File: config.mk
export PLATFORM = sky130hd
export DESIGN_NAME = tick_wrap_timer
export DESIGN_NICKNAME = d
export VERILOG_FILES = /design/src/rtl/twt_pkg.sv /design/src/rtl/twt_prescaler.sv /design/src/rtl/twt_counter.sv /design/src/rtl/twt_irq.sv /design/src/rtl/tick_wrap_timer.sv
export SDC_FILE = /design/constraint.sdc
export NUM_CORES = 1
export LEC_CHECK = 0
export BUFFER_PORTS_ARGS = -buffer_cell sky130_fd_sc_hd__buf_2
export CORE_ASPECT_RATIO = 1.4
export CORE_MARGIN = 2
export CORE_UTILIZATION = 60
export CTS_BUF_LIST = sky130_fd_sc_hd__clkbuf_8
export CTS_CLUSTER_DIAMETER = 60
export DETAILED_ROUTE_END_ITERATION = 8
export GPL_TIMING_DRIVEN = 1
export PLACE_DENSITY = 0.81
export SLEW_MARGIN = 20
export SYNTH_ARGS = -nofsm -noshare
export SYNTH_HDL_FRONTEND = slang
export SYNTH_SLANG_ARGS = --single-unit
File: constraint.sdc
create_clock -name clk -period 3.74 [get_ports clk]
set_input_delay 0.748 -clock clk [delete_from_list [all_inputs] [get_ports clk]]
set_output_delay 0.748 -clock clk [all_outputs]
set_load 0.05 [all_outputs]
File: src/rtl/twt_pkg.sv
package twt_pkg;
    localparam int CNT_W  = 28;
    localparam int DIV_W  = 16;
    localparam int ADDR_W = 4;
    localparam int DATA_W = 32;

    localparam logic [ADDR_W-1:0] OFS_CMP  = 4'h0;
    localparam logic [ADDR_W-1:0] OFS_CNT  = 4'h4;
    localparam logic [ADDR_W-1:0] OFS_CTRL = 4'h8;
    localparam logic [ADDR_W-1:0] OFS_INT  = 4'hC;

    localparam int BIT_EN   = 28;
    localparam int BIT_MODE = 24;
    localparam int BIT_IE   = 20;
    localparam int BIT_PEND = 16;

    typedef enum logic {
        MODE_ONESHOT = 1'b0,
        MODE_FREE    = 1'b1
    } run_mode_e;

    typedef struct packed {
        logic             en;
        run_mode_e        mode;
        logic [DIV_W-1:0] div;
    } ctrl_t;

    function automatic ctrl_t ctrl_unpack(input logic [DATA_W-1:0] w);
        ctrl_t c;
        c.en   = w[BIT_EN];
        c.mode = run_mode_e'(w[BIT_MODE]);
        c.div  = w[DIV_W-1:0];
        return c;
    endfunction

    function automatic logic [DATA_W-1:0] ctrl_pack(input ctrl_t c);
        logic [DATA_W-1:0] w;
        w            = '0;
        w[BIT_EN]    = c.en;
        w[BIT_MODE]  = c.mode;
        w[DIV_W-1:0] = c.div;
        return w;
    endfunction

    function automatic logic [DATA_W-1:0] widen(input logic [CNT_W-1:0] v);
        return {{(DATA_W-CNT_W){1'b0}}, v};
    endfunction
endpackage

File: src/rtl/twt_prescaler.sv
module twt_prescaler #(
    parameter int DIV_W = 16
) (
    input  logic             clk,
    input  logic             rst,
    input  logic             restart,
    input  logic             active,
    input  logic [DIV_W-1:0] div,
    output logic             tick
);
    logic [DIV_W-1:0] phase;
    logic [DIV_W-1:0] limit;

    assign limit = (div == '0) ? '0 : div - 1'b1;
    assign tick  = active && !restart && (phase == limit);

    always_ff @(posedge clk) begin
        if (rst || restart || !active) begin
            phase <= '0;
        end else if (phase == limit) begin
            phase <= '0;
        end else begin
            phase <= phase + 1'b1;
        end
    end
endmodule

File: src/rtl/twt_counter.sv
module twt_counter #(
    parameter int CNT_W = 28
) (
    input  logic             clk,
    input  logic             rst,
    input  logic             tick,
    input  logic [CNT_W-1:0] cmp_val,
    input  logic             free_run,
    input  logic             start,
    input  logic             stop,
    input  logic             load,
    input  logic [CNT_W-1:0] load_val,
    output logic [CNT_W-1:0] count,
    output logic             running,
    output logic             wrap
);
    logic cmp_hit;
    logic top_hit;

    assign cmp_hit = (cmp_val != '0) && (count == cmp_val);
    assign top_hit = &count;
    assign wrap    = tick && running && !load && (cmp_hit || top_hit);

    always_ff @(posedge clk) begin
        if (rst) begin
            running <= 1'b0;
        end else if (start) begin
            running <= 1'b1;
        end else if (stop) begin
            running <= 1'b0;
        end else if (wrap && !free_run) begin
            running <= 1'b0;
        end
    end

    always_ff @(posedge clk) begin
        if (rst) begin
            count <= '0;
        end else if (load) begin
            count <= load_val;
        end else if (wrap) begin
            count <= '0;
        end else if (tick && running) begin
            count <= count + 1'b1;
        end
    end
endmodule

File: src/rtl/twt_irq.sv
module twt_irq (
    input  logic clk,
    input  logic rst,
    input  logic wr,
    input  logic wr_ie,
    input  logic wr_clr,
    input  logic set,
    output logic ie,
    output logic pending,
    output logic irq
);
    always_ff @(posedge clk) begin
        if (rst) begin
            ie <= 1'b0;
        end else if (wr) begin
            ie <= wr_ie;
        end
    end

    always_ff @(posedge clk) begin
        if (rst) begin
            pending <= 1'b0;
        end else if (set) begin
            pending <= 1'b1;
        end else if (wr && wr_clr) begin
            pending <= 1'b0;
        end
    end

    assign irq = pending & ie;
endmodule

File: src/rtl/tick_wrap_timer.sv
module tick_wrap_timer
    import twt_pkg::*;
(
    input  logic              clk,
    input  logic              rst,
    input  logic [ADDR_W-1:0] bus_addr,
    input  logic              bus_wr,
    input  logic [DATA_W-1:0] bus_wdata,
    output logic [DATA_W-1:0] bus_rdata,
    output logic              irq_out
);
    ctrl_t            ctrl_q;
    ctrl_t            ctrl_wr_val;
    logic [CNT_W-1:0] cmp_q;
    logic [CNT_W-1:0] count;
    logic             running;
    logic             wrap;
    logic             tick;
    logic             ie;
    logic             pending;

    logic wr_cmp, wr_cnt, wr_ctrl, wr_int;
    logic start, stop;

    assign wr_cmp  = bus_wr && (bus_addr == OFS_CMP);
    assign wr_cnt  = bus_wr && (bus_addr == OFS_CNT);
    assign wr_ctrl = bus_wr && (bus_addr == OFS_CTRL);
    assign wr_int  = bus_wr && (bus_addr == OFS_INT);

    assign ctrl_wr_val = ctrl_unpack(bus_wdata);
    assign start       = wr_ctrl && ctrl_wr_val.en;
    assign stop        = wr_ctrl && !ctrl_wr_val.en;

    always_ff @(posedge clk) begin
        if (rst) begin
            ctrl_q <= '0;
            cmp_q  <= '0;
        end else begin
            if (wr_ctrl) ctrl_q <= ctrl_wr_val;
            if (wr_cmp)  cmp_q  <= bus_wdata[CNT_W-1:0];
        end
    end

    twt_prescaler #(.DIV_W(DIV_W)) i_psc (
        .clk     (clk),
        .rst     (rst),
        .restart (start),
        .active  (running),
        .div     (ctrl_q.div),
        .tick    (tick)
    );

    twt_counter #(.CNT_W(CNT_W)) i_cnt (
        .clk      (clk),
        .rst      (rst),
        .tick     (tick),
        .cmp_val  (cmp_q),
        .free_run (ctrl_q.mode == MODE_FREE),
        .start    (start),
        .stop     (stop),
        .load     (wr_cnt),
        .load_val (bus_wdata[CNT_W-1:0]),
        .count    (count),
        .running  (running),
        .wrap     (wrap)
    );

    twt_irq i_irq (
        .clk     (clk),
        .rst     (rst),
        .wr      (wr_int),
        .wr_ie   (bus_wdata[BIT_IE]),
        .wr_clr  (bus_wdata[BIT_PEND]),
        .set     (wrap),
        .ie      (ie),
        .pending (pending),
        .irq     (irq_out)
    );

    always_comb begin
        bus_rdata = '0;
        case (bus_addr)
            OFS_CMP:  bus_rdata = widen(cmp_q);
            OFS_CNT:  bus_rdata = widen(count);
            OFS_CTRL: bus_rdata = ctrl_pack(ctrl_q);
            OFS_INT: begin
                bus_rdata[BIT_IE]   = ie;
                bus_rdata[BIT_PEND] = pending;
            end
            default:  bus_rdata = '0;
        endcase
    end
endmodule

==> summary.md, run 1 <==
| Metric | Value |
|---|---|
| Status | `complete, no violations` |
| Clock-pin transition on the worst setup and hold timing paths | `0.11 ns` |
| Final Cell Area | `7140 um^2` |
| Tcrit/Tclk final | `91.1%` |
| Layout area overhead | `8.70%` |
| Fin cells | `1090` |
| Via density | `6.57` |
| Core ar. | `10800 um^2` |
| Inserted Diodes | `0` |
| RSZ-0062 raised after global routing | `no` |
| Hold EP | `ctrl_q[17]` |
| Worst clock skew | `0.0174 ns` |
| Worst Path Max Fanout | `11` |
| Most used cell, CP | `a211oi_1` |
| Post-DP HPWL | `15000 um` |
| Synth area leader | `dfxtp_1` |
| Overflow after GRT | `0` |
| Initial antenna violation count | `0` |
| Final Util | `66.4%` |
| Area contributors post-synth | `dfxtp_1 (28%), nand2_1 (10%), a21oi_1 (6.2%)` |
| Clk Latency, worst-skew pair | `0.39 ns` |
| Tmin final | `3.41 ns` |
| CP required | `4.04 ns` |
| Mapped Avg Cell Area | `7.10 um^2` |
| Reg2reg end | `i_cnt.count[7]` |
| Hold depth | `2` |
| Largest net degree at the start of global routing | `53` |
| Yosys reg bits | `93` |
| Async SR Flop Fraction | `0%` |
| CP max stage delay | `0.51 ns` |
| Kind of critical path | `reg2reg` |
| CTS Hold Buffers Added | `0` |
| Placed cell areas | `6930 um^2` |
| Post-CTS setup repair buffer count | `0` |
| Yosys cell types | `68` |
| Slowest CP cell | `a2111o_1` |
| Syn Inst Count | `925` |
| Final Setup Violations | `0` |
| Post-CTS sizing | `0` |
| Register area share after synthesis | `28.3%` |
| Port Buf Inserts | `65` |
| Detailed Routing Iterations Pass 1 | `7` |
| FMAX | `294 MHz` |
| Min-delay src | `ctrl_q[17]` |
| Crit path from | `ctrl_q[0]` |
| Most used flip-flop cell after synthesis | `dfxtp_1` |
| Max-cap violations | `0` |
| Die X | `92.4 um` |
| Buffers and inverters on the worst path | `2` |
| Share of layout cells above drive strength 1 | `15.0%` |
| Critical Path Source Type | `flip-flop` |
| Relative slew margins | `55.3%` |
| Peak VDD IR | `193 uV` |
| Initial core utilization | `61.1%` |
| Via count | `7159` |
| Kind of cell adding the most delay to the critical path | `simple AND/OR/NAND/NOR gates` |
| GRT Overall Usage | `35.5%` |
| # clock sinks | `93` |
| Total negative setup slack | `0 ns` |
| Worst r2r path cells | `11` |
| Fillers | `963` |
| CP endpoint kind | `flip-flop` |
| Synth top area share | `28.3%` |
| LEAKAGE | `2.68 nW` |
| Vias in the first global route | `6345` |
| Commonest cells in the synthesized netlist | `nand2_1 (178), dfxtp_1 (93), a21oi_1 (82)` |
| Synth warn | `0` |
| Slew Limit Fails | `0` |
| Max H-tree Level | `3` |
| Worst R2R Start | `ctrl_q[0]` |
| Pwr Density | `353 nW/um^2` |
| Routed Antenna Nets | `0` |
| Hold Crit Class | `reg2reg` |
| Routed WL per cell | `19.4 um` |
| Slew @ Worst Pin | `0.664 ns` |
| Die Footprint | `11800 um^2` |
| First-pass GRT wire length | `33200 um` |
| Die height | `128 um` |
| Final WL | `21200 um` |
| EDFF count, synth | `0` |
| Dominant cell by count in the synthesized netlist | `nand2_1` |
| Fin. Hold Viols | `0` |
| Routability Congestion | `0.930` |
| Netlist Area Pre-Place | `6570 um^2` |
| Initial drt markers | `820` |
| Max clock buf depth | `2` |
| DP Cell Count | `1074` |
| TritonCTS clock tree | `yes` |
| CTS Buf Count | `9` |
| Arrival time worst endpoint | `3.71 ns` |
| Root Buffer | `clkbuf_8` |
| Worst path cell trace | `inv_1 > ha_1 > nor4b_2 > and4_1 > nor3b_1 > a211oi_1 > a2111o_1 > nor3_4 > buf_4 > a311oi_1 > a211oi_1` |
| Flop-to-flop setup slack | `0.33 ns` |
| # nets final | `987` |
| I/O Pins | `72` |
| DRC | `0` |
| FP Rows | `45` |
-- cells in the final DEF (no fill, tap or decap), types with 10 or more instances in the layout --
master,n
xnor2_1,19
nand2_1,178
xor2_1,36
nor2_1,80
a21oi_1,82
buf_4,31
o22ai_1,13
and2_1,12
o21ai_0,27
o211ai_1,11
nor3_2,13
dfxtp_1,93
mux2i_1,33
nand4_1,21
clkbuf_8,10
nand3_1,32
nor3_1,15
a31oi_1,21
inv_1,15
buf_2,65
nor4_1,41
-- metrics by stage --
stage	worst slack (ns)	total power (W)	hold WS, ns
finish	0.333	0.00252	0.468
global route	0.0529	0.00261	0.494
CTS	0.347	0.00249	0.467
detailed placement	0.393	0.00176	0.452
global placement	0.470	0.00176	0.447
floorplan	0.280	0.00158	0.432
-- cells by family (layout without fill, tap and decap cells) --
logic type	after synthesis	in the layout	synth area share, %
multiplexers	35	35	5.37
AO/OA/AOI/OAI	194	194	18.1
buffers and inverters	107	129	7.18
flip-flops	93	93	28.3
XOR/XNOR	55	55	7.33
adder cells (fa/ha/maj)	4	4	0.762
AND/OR/NAND/NOR	436	436	32.9
other	1	3	0.0571
-- tightest hold or removal path, cell delays in order, from the launching register on --
cell and delay (ns):
dfxtp_1 0.33, nand2_1 0.05, a21oi_1 0.05
-- sequential cells by signal (all words and copies together) (netlist names) --
| name | cells |
|---|---|
| i_cnt.running | 1 |
| i_psc.phase | 16 |
| i_irq.ie | 1 |
| ctrl_q | 18 |
| cmp_q | 28 |
| i_irq.pending | 1 |
| i_cnt.count | 28 |
-- worst max-delay path by stage --
| stage | cells past startpoint | endpoint |
|---|---|---|
| 2_1_floorplan | 5 | bus_rdata[16] |
| 3_3_place_gp | 11 | i_psc.phase[1] |
| 3_5_place_dp | 11 | i_psc.phase[1] |
| 4_1_cts | 11 | i_psc.phase[4] |
| 5_1_grt | 11 | i_psc.phase[5] |
| 6_report | 11 | i_cnt.count[7] |
-- power breakdown --
group | switching, W | internal (W) | total [W] | leakage (nW)
combinational | 0.000415 | 0.000234 | 0.000648 | 1.83
sequential | 0.0000916 | 0.00103 | 0.00113 | 0.752
clock | 0.000406 | 0.000338 | 0.000744 | 0.105
-- layer usage --
layer	GRT usage, %	vias to the layer above	routed length, um
li1	-	3318	-
met1	44.3	3263	7920
met2	57.8	473	10000
met3	6.35	105	2060
met4	19.5	0	1180
met5	0	-	0
-- layout make-up --
class / instances / area [um^2] / share of cell area [%]
Multi-Input combinational cell: 727 / 4250 / 59.5
Tap cell: 141 / 176 / 2.47
Inverter: 16 / 60.1 / 0.841
Timing Repair Buffer: 97 / 578 / 8.10
Clock buffer: 10 / 138 / 1.93
Sequential cell: 93 / 1860 / 26.1
Clock inverter: 6 / 75.1 / 1.05
No activity file was read; power rests on OpenSTA's default activity.
==> run 2: changes to the inputs <==
--- a/config.mk
+++ b/config.mk
@@ -14,6 +14,7 @@
 export DETAILED_ROUTE_END_ITERATION = 8
 export GPL_TIMING_DRIVEN = 1
 export PLACE_DENSITY = 0.81
+export REMOVE_ABC_BUFFERS = 1
 export SLEW_MARGIN = 20
 export SYNTH_ARGS = -nofsm -noshare
 export SYNTH_HDL_FRONTEND = slang
==> run 2 against run 1 <==
Combinational power down 2%; cell count down 0.46%; critical path depth unchanged; hold slack worse by 0.0067 ns; non-clock buffer count down 5; clock-buffer cell count unchanged; sequential cell count unchanged; via count down 2.2%; global-route usage about the same; register-to-register slack better by 0.14 ns.
==> summary.md, run 2 (same netlist as run 1, synthesis figures left out) <==
| Metric | Value |
|---|---|
| Reg2reg end | `i_cnt.running` |
| Post-CTS sizing | `0 (unchanged)` |
| Largest net degree at the start of global routing | `51 (-3.8%)` |
| TritonCTS clock tree | `yes` |
| # nets final | `982 (-0.51%)` |
| FP Rows | `45 (unchanged)` |
| Status | `complete, no violations` |
| Via count | `7004 (-2.2%)` |
| DRC | `0 (unchanged)` |
| Tmin final | `3.26 ns (-0.144 ns)` |
| Post-DP HPWL | `14600 um (-2.6%)` |
| Final Setup Violations | `0 (unchanged)` |
| GRT Overall Usage | `35.5% (about the same)` |
| CP endpoint kind | `flip-flop` |
| Final WL | `20800 um (-1.9%)` |
| Hold Crit Class | `reg2reg` |
| Inserted Diodes | `0 (unchanged)` |
| Arrival time worst endpoint | `3.55 ns (-0.16 ns)` |
| LEAKAGE | `2.66 nW (-0.86%)` |
| Max clock buf depth | `2 (unchanged)` |
| Min-delay src | `ctrl_q[17]` |
| Peak VDD IR | `242 uV (+25%)` |
| Hold WS | `0.461 ns (-0.00666 ns)` |
| Routed WL per cell | `19.1 um (-1.4%)` |
| Layout area overhead | `8.42%` |
| Core ar. | `10800 um^2 (unchanged)` |
| RSZ-0062 raised after global routing | `no` |
| I/O Pins | `72 (unchanged)` |
| Die Footprint | `11800 um^2 (unchanged)` |
| DP Cell Count | `1069 (-0.47%)` |
| Root Buffer | `clkbuf_8` |
| Clock-pin transition on the worst setup and hold timing paths | `0.10 ns (about the same)` |
| Routability Congestion | `1.02 (+9.8%)` |
| Commonest non-fill, non-tap cells in the layout | `nand2_1 (178), dfxtp_1 (93), a21oi_1 (82), nor2_1 (80), buf_2 (65)` |
| Worst r2r path cells | `11 (unchanged)` |
| Worst clock skew | `0.00895 ns (-0.00845 ns)` |
| Tcrit/Tclk final | `87.3% (-3.8 points)` |
| Worst R2R Start | `ctrl_q[0]` |
| Flop-to-flop setup slack | `0.48 ns (+0.14 ns)` |
| Commonest non-fill, non-tap cell in the layout | `nand2_1` |
| Fin cells | `1085 (-0.46%)` |
| CP required | `4.03 ns (about the same)` |
| First-pass GRT wire length | `33400 um (+0.79%)` |
| Fillers | `984 (+2.2%)` |
| # clock sinks | `93 (unchanged)` |
| Clk Latency, worst-skew pair | `0.39 ns (about the same)` |
| Worst Path Max Fanout | `10 (-1)` |
| Hold depth | `2 (unchanged)` |
| Slew @ Worst Pin | `0.625 ns (-0.0394 ns)` |
| Hold EP | `ctrl_q[17]` |
| Initial antenna violation count | `0 (unchanged)` |
| FMAX | `306 MHz (+4.4%)` |
| CTS Buf Count | `9 (unchanged)` |
| Via density | `6.46 (-1.7%)` |
| FF+latch area | `1860 um^2 (unchanged)` |
| Placed cell areas | `6920 um^2 (-0.18%)` |
| Slew Limit Fails | `0 (unchanged)` |
| Critical Path Source Type | `flip-flop` |
| Die height | `128 um (unchanged)` |
| Pwr Density | `350 nW/um^2 (-0.67%)` |
| Share of layout cells above drive strength 1 | `14.5% (-0.45 points)` |
| Kind of critical path | `reg2reg` |
| Routed Antenna Nets | `0 (unchanged)` |
| CTS Hold Buffers Added | `0 (unchanged)` |
| Port Buf Inserts | `65 (unchanged)` |
| Biggest regs | `cmp_q x28, i_cnt.count x28, ctrl_q x18` |
| Area of the multi-input gates | `4250 um^2 (unchanged)` |
| Vias in the first global route | `6587 (+3.8%)` |
| Overflow after GRT | `0 (unchanged)` |
| Initial core utilization | `61.1% (unchanged)` |
| Max H-tree Level | `3 (unchanged)` |
| Post-CTS setup repair buffer count | `0 (unchanged)` |
| Die X | `92.4 um (unchanged)` |
| Relative slew margins | `58.4% (+3.0 points)` |
| Fin. Hold Viols | `0 (unchanged)` |
| Max-cap violations | `0 (unchanged)` |
| Final Cell Area | `7120 um^2 (-0.26%)` |
| Detailed Routing Iterations Pass 1 | `5 (-2)` |
| Initial drt markers | `805 (-1.8%)` |
run 2: cell count changes in the layout (fill, tap and decap cells not counted):
| cell | previous run | this run |
|---|---|---|
| inv_6 | 2 | 3 |
| buf_12 | 1 | 3 |
| buf_4 | 31 | 24 |
| inv_8 | 1 | 0 |
| clkinv_2 | 0 | 1 |
| clkinv_4 | 1 | 0 |
run 2: metrics by stage:
step                      TNS [ns]  power, W  util, %  setup slack (ns)
after floorplan             -18.83   0.00150        -            -0.790
after global placement           0   0.00175     64.3             0.637
after detailed placement         0   0.00176     64.3             0.562
after CTS                        0   0.00247     66.2             0.539
after global routing             0   0.00259     66.2             0.239
final                            0   0.00249     66.2             0.477
run 2: critical path, stage by stage, from the launching register on:
cell,delay [ns]
dfxtp_1,0.42
inv_1,0.12
ha_1,0.14
nor4b_2,0.35
and4_1,0.28
nor3b_1,0.36
a211oi_1,0.13
a2111oi_2,0.46
nand4_1,0.24
buf_4,0.24
nand4b_1,0.22
o21a_1,0.21
run 2: final cells by class:
type / count / area share (%)
Inverter: 16 / 0.843
Timing Repair Buffer: 92 / 7.94
Multi-Input combinational cell: 727 / 59.7
Tap cell: 141 / 2.48
Clock buffer: 10 / 1.93
Sequential cell: 93 / 26.1
Clock inverter: 6 / 0.966
run 2: power by group:
part           leakage, nW  internal (W)  switching, W
registers            0.752       0.00103     0.0000900
clock network        0.104      0.000334      0.000400
logic                 1.81      0.000234      0.000402
run 2: routing by layer:
layer / track usage, % / part of all wire, %
met5: 0 / 0
met4: 22.1 / 5.4
met3: 4.12 / 7.1
met2: 62.1 / 50
met1: 40.8 / 37
run 2: how the worst max path moves through the flow:
stage	startpoint	to	slack, ns
after global placement	ctrl_q[0]	i_cnt.running	0.64
after CTS	ctrl_q[0]	i_cnt.running	0.54
after floorplan	bus_addr[3]	i_cnt.count[7]	-0.79
final	ctrl_q[0]	i_cnt.running	0.48
after global routing	ctrl_q[0]	i_cnt.running	0.24
after detailed placement	ctrl_q[0]	i_cnt.running	0.56
==> run 3: changes to the inputs <==
--- a/config.mk
+++ b/config.mk
@@ -8,12 +8,12 @@
 export BUFFER_PORTS_ARGS = -buffer_cell sky130_fd_sc_hd__buf_2
 export CORE_ASPECT_RATIO = 1.4
 export CORE_MARGIN = 2
-export CORE_UTILIZATION = 60
+export CORE_UTILIZATION = 50
 export CTS_BUF_LIST = sky130_fd_sc_hd__clkbuf_8
 export CTS_CLUSTER_DIAMETER = 60
 export DETAILED_ROUTE_END_ITERATION = 8
 export GPL_TIMING_DRIVEN = 1
-export PLACE_DENSITY = 0.81
+export PLACE_DENSITY = 0.7
 export REMOVE_ABC_BUFFERS = 1
 export SLEW_MARGIN = 20
 export SYNTH_ARGS = -nofsm -noshare
==> constraint.sdc (replaced) <==
create_clock -name clk -period 3.1 [get_ports clk]
set_input_delay 0.62 -clock clk [delete_from_list [all_inputs] [get_ports clk]]
set_output_delay 0.62 -clock clk [all_outputs]
set_load 0.05 [all_outputs]
==> run 3 against run 2 <==
Global-route usage decreased by 5.0 points; combinational power increased by 28%; wire length rose by 2.7%; critical path type unchanged; largest cell class unchanged; highest routed layer unchanged.
==> summary.md, run 3 (same netlist as run 1, synthesis figures left out) <==
| Metric | Value |
|---|---|
| Inserted Diodes | `0 (unchanged)` |
| Via count | `7011 (+0.10%)` |
| Sw frac | `35.3% (-0.43 points)` |
| Detailed Routing Iterations Pass 1 | `5 (unchanged)` |
| CP endpoint kind | `flip-flop` |
| Slew @ Worst Pin | `0.596 ns (-0.0291 ns)` |
| Fin cells | `1122 (+3.4%)` |
| Clk Latency, worst-skew pair | `0.37 ns (-0.02 ns)` |
| Layout area overhead | `12.1%` |
| Comb power frac | `27.0% (+1.5 points)` |
| Routed WL per cell | `19.0 um (-0.68%)` |
| Total negative setup slack | `0 ns (unchanged)` |
| Worst clock skew | `0.00770 ns (-0.00126 ns)` |
| Largest net degree at the start of global routing | `48 (-5.9%)` |
| Initial drt markers | `620 (-23%)` |
| Hold EP | `i_irq.pending` |
| Status | `complete, no violations` |
| Final Cell Area | `7360 um^2 (+3.4%)` |
| Die height | `140 um (+9.2%)` |
| Worst r2r path cells | `9 (-2)` |
| Reg2reg end | `i_psc.phase[1]` |
| NetSw | `0.00107 W (+20%)` |
| Clock-pin transition on the worst setup and hold timing paths | `0.10 ns (about the same)` |
| I/O Pins | `72 (unchanged)` |
| Tmin final | `2.93 ns (-0.338 ns)` |
| # clock sinks | `93 (unchanged)` |
| Max-cap violations | `0 (unchanged)` |
| Tcrit/Tclk final | `94.4% (+7.1 points)` |
| # nets final | `1007 (+2.5%)` |
| Share of layout cells above drive strength 1 | `17.0% (+2.5 points)` |
| Clock power share | `28.5% (-0.9 points)` |
| Flop-to-flop setup slack | `0.17 ns (-0.30 ns)` |
| CP required | `3.38 ns (-0.65 ns)` |
| Hold WS | `0.478 ns (+0.0169 ns)` |
| Hold depth | `2 (unchanged)` |
| FP Rows | `49 (+8.9%)` |
| GRT Overall Usage | `30.4% (-5.0 points)` |
| Worst Path Max Fanout | `16 (+6)` |
| TritonCTS clock tree | `yes` |
| Sequential Power Share | `44.5% (-0.6 points)` |
| Biggest regs | `cmp_q x28, i_cnt.count x28, ctrl_q x18` |
| Root Buffer | `clkbuf_8` |
| Routed Antenna Nets | `0 (unchanged)` |
| DRC | `0 (unchanged)` |
| Worst R2R Start | `ctrl_q[3]` |
| FMAX | `342 MHz (+12%)` |
| Slew Limit Fails | `0 (unchanged)` |
| Min-delay src | `i_irq.pending` |
| CTS Hold Buffers Added | `0 (unchanged)` |
| Post-DP HPWL | `15600 um (+6.8%)` |
| CTS Buf Count | `9 (unchanged)` |
| Core ar. | `12800 um^2 (+19%)` |
| Initial core utilization | `51.3% (-9.8 points)` |
| Via density | `6.25 (-3.2%)` |
| Total power after layout | `0.00302 W (+21%)` |
| Hold Crit Class | `reg2reg` |
| Pwr Density | `411 nW/um^2 (+17%)` |
| Overflow after GRT | `0 (unchanged)` |
| Placed cell areas | `7120 um^2 (+2.9%)` |
| Die X | `101 um (+9.1%)` |
| Kind of critical path | `reg2reg` |
| Commonest non-fill, non-tap cell in the layout | `nand2_1` |
| Final Setup Violations | `0 (unchanged)` |
| Final WL | `21300 um (+2.7%)` |
| Internal Power | `0.00195 W (+22%)` |
| Critical Path Source Type | `flip-flop` |
| Routability Congestion | `0.973 (-4.8%)` |
| Arrival time worst endpoint | `3.21 ns (-0.34 ns)` |
| Relative slew margins | `60.2% (+1.8 points)` |
| Fin. Hold Viols | `0 (unchanged)` |
| DP Cell Count | `1106 (+3.5%)` |
| Vias in the first global route | `6590 (+0.046%)` |
| First-pass GRT wire length | `33900 um (+1.3%)` |
| Peak VDD IR | `243 uV (+0.29%)` |
| Commonest non-fill, non-tap cells in the layout | `nand2_1 (178), dfxtp_1 (93), a21oi_1 (82), nor2_1 (80), buf_2 (65)` |
| Port Buf Inserts | `65 (unchanged)` |
| Max H-tree Level | `3 (unchanged)` |
| Fillers | `1285 (+31%)` |
| LEAKAGE | `2.81 nW (+5.7%)` |
| Max clock buf depth | `2 (unchanged)` |
| Initial antenna violation count | `0 (unchanged)` |
| Die Footprint | `14100 um^2 (+19%)` |
==> run 3: cell types whose count changed in the layout (fill, tap and decap cells not counted), sizes merged <==
cell,change
buf,+25
clkinv,+2
inv,-2
==> run 3: repair_timing <==
item,4_1_cts,5_1_grt
buffers inserted,0,0
endpoints found under the hold margin,0,0
gates resized for setup,0,8
setup endpoints to repair,0,19
==> run 3: critical path, stage by stage (launching register included) <==
cell and delay [ns]:
dfxtp_1 0.41, nor4_4 0.31, nand2_1 0.18, or4_4 0.45, a211oi_1 0.48, a2111o_1 0.31
nor3_4 0.08, and2_1 0.19, buf_12 0.16, nor4b_1 0.26
==> run 3: worst max-delay path by stage <==
stage	startpoint	endpoint	slack (ns)	cells after the start
6_report	ctrl_q[3]	i_psc.phase[1]	0.17	9
5_1_grt	ctrl_q[2]	i_cnt.count[17]	-0.002	10
4_1_cts	ctrl_q[0]	i_cnt.running	0.12	12
3_5_place_dp	ctrl_q[0]	i_cnt.running	0.13	12
3_3_place_gp	ctrl_q[1]	i_cnt.running	0.16	12
2_1_floorplan	bus_addr[3]	i_cnt.count[7]	-1.30	6
==> run 3: cell type report <==
cell class              instances  area (um^2)  area share (%)
repair buffers                117          757            10.3
multi-input cells             727         4290            58.3
flip-flops and latches         93         1860            25.3
clock inverters                 6         63.8           0.867
clock buffers                  10          138            1.87
inverters                      16         60.1           0.816
well taps                     153          191            2.60
==> run 3: per-layer routing <==
layer	GRT usage, %	vias to the layer above	share of wire (%)
li1	-	3352	-
met1	35.8	3335	40
met2	53.3	247	51
met3	3.82	77	4.6
met4	15.1	0	4.7
met5	0	-	0
==> run 3: power by group through the flow <==
stage                     combinational (W)  clock (W)  sequential (W)
final                              0.000815   0.000862         0.00135
after global routing               0.000877   0.000919         0.00135
after CTS                          0.000781   0.000877         0.00134
after detailed placement           0.000778          0         0.00137
after global placement             0.000775          0         0.00137
after floorplan                    0.000460          0         0.00135
==> run 3: stage by stage <==
stage | util, % | setup WS [ns]
final | 57.5 | 0.175
after global routing | 57.5 | -0.00174
after floorplan | - | -1.30
after detailed placement | 55.6 | 0.132
after CTS | 57.1 | 0.116
after global placement | 55.6 | 0.163
